File: src/rtl/modem_status_pkg.sv
package modem_status_pkg;

  // Number of modem lines watched; the byte layout relies on four.
  localparam int LINE_COUNT = 4;

  // Line slots inside a nibble: the flag and level nibbles share this order.
  localparam int SLOT_CARRIER = 3;
  localparam int SLOT_RING    = 2;
  localparam int SLOT_READY   = 1;
  localparam int SLOT_CTS     = 0;

  typedef enum logic {
    DETECT_ANY  = 1'b0,
    DETECT_RISE = 1'b1
  } detectMode_t;

  // Strobes from the control to the datapath.
  typedef struct packed {
    logic [LINE_COUNT-1:0] setFlag;
    logic                  clearAll;
  } flagStrobe_t;

endpackage

File: src/rtl/msr_datapath.sv
module msr_datapath
  import modem_status_pkg::*;
#(
  parameter int SYNC_STAGES = 2
) (
  input  logic                  clk,
  input  logic                  rstN,
  input  logic [LINE_COUNT-1:0] lineRaw,
  input  flagStrobe_t           strobes,
  output logic [LINE_COUNT-1:0] syncLevel,
  output logic [LINE_COUNT-1:0] prevLevel,
  output logic [LINE_COUNT-1:0] flags
);

  localparam int LAST_STAGE = SYNC_STAGES - 1;

  logic [SYNC_STAGES-1:0] syncChain [LINE_COUNT];

  for (genvar lineIdx = 0; lineIdx < LINE_COUNT; lineIdx++) begin : gLine
    always_ff @(posedge clk or negedge rstN) begin
      if (!rstN) begin
        syncChain[lineIdx] <= '0;
      end else begin
        syncChain[lineIdx] <= {syncChain[lineIdx][SYNC_STAGES-2:0], lineRaw[lineIdx]};
      end
    end
    assign syncLevel[lineIdx] = syncChain[lineIdx][LAST_STAGE];
  end

  // Level seen at the previous edge, used by the change detectors.
  always_ff @(posedge clk or negedge rstN) begin
    if (!rstN) begin
      prevLevel <= '0;
    end else begin
      prevLevel <= syncLevel;
    end
  end

  // A set wins over a clear, so no change that collides with a read is lost.
  always_ff @(posedge clk or negedge rstN) begin
    if (!rstN) begin
      flags <= '0;
    end else begin
      flags <= (flags & ~{LINE_COUNT{strobes.clearAll}}) | strobes.setFlag;
    end
  end

endmodule

File: src/rtl/msr_control.sv
module msr_control
  import modem_status_pkg::*;
#(
  parameter logic [LINE_COUNT-1:0] RISE_ONLY_MASK = 4'b0100
) (
  input  logic [LINE_COUNT-1:0] syncLevel,
  input  logic [LINE_COUNT-1:0] prevLevel,
  input  logic                  rdStrobe,
  output flagStrobe_t           strobes
);

  for (genvar lineIdx = 0; lineIdx < LINE_COUNT; lineIdx++) begin : gDetect
    localparam detectMode_t MODE = RISE_ONLY_MASK[lineIdx] ? DETECT_RISE : DETECT_ANY;
    if (MODE == DETECT_RISE) begin : gRise
      assign strobes.setFlag[lineIdx] = syncLevel[lineIdx] & ~prevLevel[lineIdx];
    end else begin : gAny
      assign strobes.setFlag[lineIdx] = syncLevel[lineIdx] ^ prevLevel[lineIdx];
    end
  end

  assign strobes.clearAll = rdStrobe;

endmodule

File: src/rtl/modem_status_reg.sv
module modem_status_reg
  import modem_status_pkg::*;
#(
  parameter int SYNC_STAGES = 2
) (
  input  logic       clk,
  input  logic       rstN,
  input  logic       carrierIn,
  input  logic       ringIn,
  input  logic       readyIn,
  input  logic       ctsIn,
  input  logic       rdStrobe,
  output logic [7:0] status
);

  localparam logic [LINE_COUNT-1:0] RING_MASK = LINE_COUNT'(1) << SLOT_RING;

  logic [LINE_COUNT-1:0] lineRaw;
  logic [LINE_COUNT-1:0] syncLevel;
  logic [LINE_COUNT-1:0] prevLevel;
  logic [LINE_COUNT-1:0] flags;
  flagStrobe_t           strobes;

  always_comb begin
    lineRaw               = '0;
    lineRaw[SLOT_CARRIER] = carrierIn;
    lineRaw[SLOT_RING]    = ringIn;
    lineRaw[SLOT_READY]   = readyIn;
    lineRaw[SLOT_CTS]     = ctsIn;
  end

  msr_datapath #(.SYNC_STAGES(SYNC_STAGES)) i_datapath (
    .clk      (clk),
    .rstN     (rstN),
    .lineRaw  (lineRaw),
    .strobes  (strobes),
    .syncLevel(syncLevel),
    .prevLevel(prevLevel),
    .flags    (flags)
  );

  msr_control #(.RISE_ONLY_MASK(RING_MASK)) i_control (
    .syncLevel(syncLevel),
    .prevLevel(prevLevel),
    .rdStrobe (rdStrobe),
    .strobes  (strobes)
  );

  assign status = {syncLevel, flags};

endmodule

File: config.mk
export PLATFORM = sky130hd
export DESIGN_NAME = modem_status_reg
export DESIGN_NICKNAME = d
export VERILOG_FILES = /design/src/rtl/modem_status_pkg.sv /design/src/rtl/msr_datapath.sv /design/src/rtl/msr_control.sv /design/src/rtl/modem_status_reg.sv
export SDC_FILE = /design/constraint.sdc
export NUM_CORES = 1
export LEC_CHECK = 0
export BUFFER_PORTS_ARGS = -buffer_cell sky130_fd_sc_hd__buf_2
export CAP_MARGIN = 5
export CORE_AREA = 2 2 39 41
export CTS_BUF_LIST = sky130_fd_sc_hd__clkbuf_2 sky130_fd_sc_hd__clkbuf_4 sky130_fd_sc_hd__clkbuf_8
export DETAILED_ROUTE_END_ITERATION = 10
export DIE_AREA = 0 0 41 43
export PLACE_DENSITY_LB_ADDON = 0.3
export SYNTH_ARGS = -nofsm -noshare
export SYNTH_HDL_FRONTEND = slang
export SYNTH_SLANG_ARGS = --single-unit
File: constraint.sdc
create_clock -name clk -period 0.8 [get_ports clk]
set_input_delay 0 -clock clk [delete_from_list [all_inputs] [get_ports clk]]
set_output_delay 0 -clock clk [all_outputs]
set_load 0.02 [all_outputs]
==> reports/metrics.cfg <==
[synthesis]
ys_warn_count = 0
synthesis.area_um2 = 497
synthesis.nets = 39
ys_types = 6
ys.flop_type = dfrtp_1
synth-edff-count = 0
yosysTopAreaCell = dfrtp_1
synth-seq-cells = 16
yosysTopAreaCellShare_pct = 80.6
yosysMostFrequentCell = dfrtp_1
netlist_instances = 32
synthArstFlopShare_pct = 100
ys_seq_area_share_pct = 80.6
synth.area.top_cells = dfrtp_1 (81%), buf_4 (6.0%), xnor2_1 (5.3%)
avgSynthCellArea_um2 = 15.5
synth_common_cells = dfrtp_1 (16), inv_1 (5), buf_4 (4)

[critical_path]
cp_slowest_cell = dfrtp_1
crit_family = flip-flops
critPathKind = reg2out
start_kind = flop
arrival_ps = 840
endpoint_kind = output pin
crit_required_ps = 800
crit_chain = buf_6
critical_path_buf_inv_count = 1
reg2reg_slack_ps = -30
slowest_delay_ps = 420
cp_max_fo = 3

[status]
status = complete, but fails checks
failed_checks = setup timing

[cts]
cts_tree = yes
clock-root-buffer = clkbuf_4
clock_latency_ps = 270
h-tree-depth = 1
clock_sinks = 16
numCtsBuffers = 3
clk_pin_slew_worst_paths_ps = 80
cts.path.max_buffers = 2

[floorplan]
io_pins = 15
die_w_um = 41
start_util_pct = 35.9
die_area_um2 = 1760
row_count = 14
core_area_um2 = 1380
die_h_um = 43

[pwr]
irDropWorstVdd_mv = 1.15
leakage_nw = 0.369
total_power_mw = 1.52
p_per_area_nw_per_um2 = 2040

[cells_and_area]
area.growth.synth_to_final_pct = 49.4
drive_above_1_share_pct = 41.8
nNetsFinal = 64
antenna_cells = 0
fillCellCount = 117
multi_input_area_um2 = 62.6
regArea_um2 = 400

[sta]
period_share_pct = 105
slew_viol_final = 0
finalSetupViolations = 9
tightest_slew_ps = 346
period_minus_slack_ps = 837
skew_ps = 4.97
rsz0062_at_grt = true
fin_tns_setup_ps = -136
fin_ws_ps = -37.2
slew_headroom_pct = 76.9
fmax_mhz = 1190
hold_violations = 0

[global_route]
antenna_found_initial = 0
grt.total_usage_pct = 11.3
grt_pass1_vias = 315
grt_max_degree = 17
overflow = 0
grt_pass1_wl_mm = 1.24

[run]
maxCapViolCount = 0

[detailed_routing]
first_pass_iters = 2
post_drt_wl_per_cell_um = 10.4
route.detailed.drc = 0
routed_via_density = 4.20
via_count = 298
wl_um = 735
final_antenna_net_count = 0
drtIter0Drc = 1

[placed_design]
port_buffers = 14
pre_cts_slack_ps = 74.3
place.gp.congestion = 0.537

[min_path]
hold_class = in2async

[repair_timing]
| action | 4_1_cts | 5_1_grt |
|---|---|---|
| setup endpoints to repair | 8 | 11 |
| gates resized for setup | 18 | 2 |
| buffers inserted | 3 | 1 |
| hold endpoints to repair | 24 | 0 |
| cloned | 0 | 0 |
| hold buffers | 6 | 0 |
| pin swaps | 0 | 1 |
[cells in the final DEF (no fill, tap or decap)]
| master | synthesis | final |
|---|---|---|
| buf_2 | 0 | 6 |
| dfrtp_1 | 16 | 16 |
| o22ai_1 | 1 | 1 |
| buf_6 | 0 | 10 |
| o21ai_1 | 3 | 3 |
| xnor2_1 | 3 | 1 |
| inv_1 | 5 | 5 |
| dlygate4sd3_1 | 0 | 6 |
| buf_4 | 4 | 2 |
| clkbuf_4 | 0 | 3 |
| xnor2_2 | 0 | 2 |
[cells by family (layout without fill, tap and decap cells)]
kind of cell	after synthesis	count (layout)	share of synthesized area, %
flip-flops	16	16	80.6
XOR/XNOR	3	3	5.29
buffers and inverters	9	32	9.82
AO/OA/AOI/OAI	4	4	4.28
[report_power, final]
| group | switching (mW) | internal (mW) | leakage [nW] |
|---|---|---|---|
| logic | 0.0981 | 0.133 | 0.171 |
| registers | 0.0321 | 0.860 | 0.184 |
| clock network | 0.219 | 0.174 | 0.0138 |
| total | 0.349 | 1.17 | 0.369 |
[metal layers]
layer  wire length [um]  global-route usage, %  vias up  part of all wire [%]
li1                   -                      -      141                     -
met1                295                   10.4      144                    40
met2                398                   18.4       13                    54
met3                 41                   6.28        0                   5.6
met4                  0                   6.00        0                     0
met5                  0                      0        -                     0
[area by class of cell]
type                            count  area share (%)
Tap cell                           16            2.70
Inverter                            5            2.53
Timing Repair Buffer               24            29.3
Multi-Input combinational cell      7            8.43
Clock buffer                        3            3.04
Sequential cell                    16            54.0
[worst paths after layout]
check	cells after the start	end	start
max	1	status[5]	i_datapath.syncLevel[1]
min	2	i_datapath.syncChain[0]	rstN
max reg2reg	3	i_datapath.flags[3]	i_datapath.syncLevel[3]
min reg2reg	0	i_datapath.syncLevel[1]	i_datapath.syncChain[4]
max in group asynchronous	2	i_datapath.flags[2]	rstN
min in group clk	0	i_datapath.syncLevel[1]	i_datapath.syncChain[4]
[state kept, by name, indices dropped and copies added (netlist names)]
| signal | count |
|---|---|
| i_datapath.prevLevel | 4 |
| i_datapath.flags | 4 |
| i_datapath.syncLevel | 4 |
| i_datapath.syncChain | 4 |
[through the flow]
step                std cells  hold WS (ps)  instance area (um2)  utilization (%)
floorplan                  32          -296                  497                -
global placement           58         -78.1                  557             40.2
detailed placement         58         -72.3                  557             40.2
CTS                        70           150                  727             52.5
global route               71           161                  742             53.6
finish                     71           155                  742             53.6
Note: power is estimated with default switching activity, not from simulation.
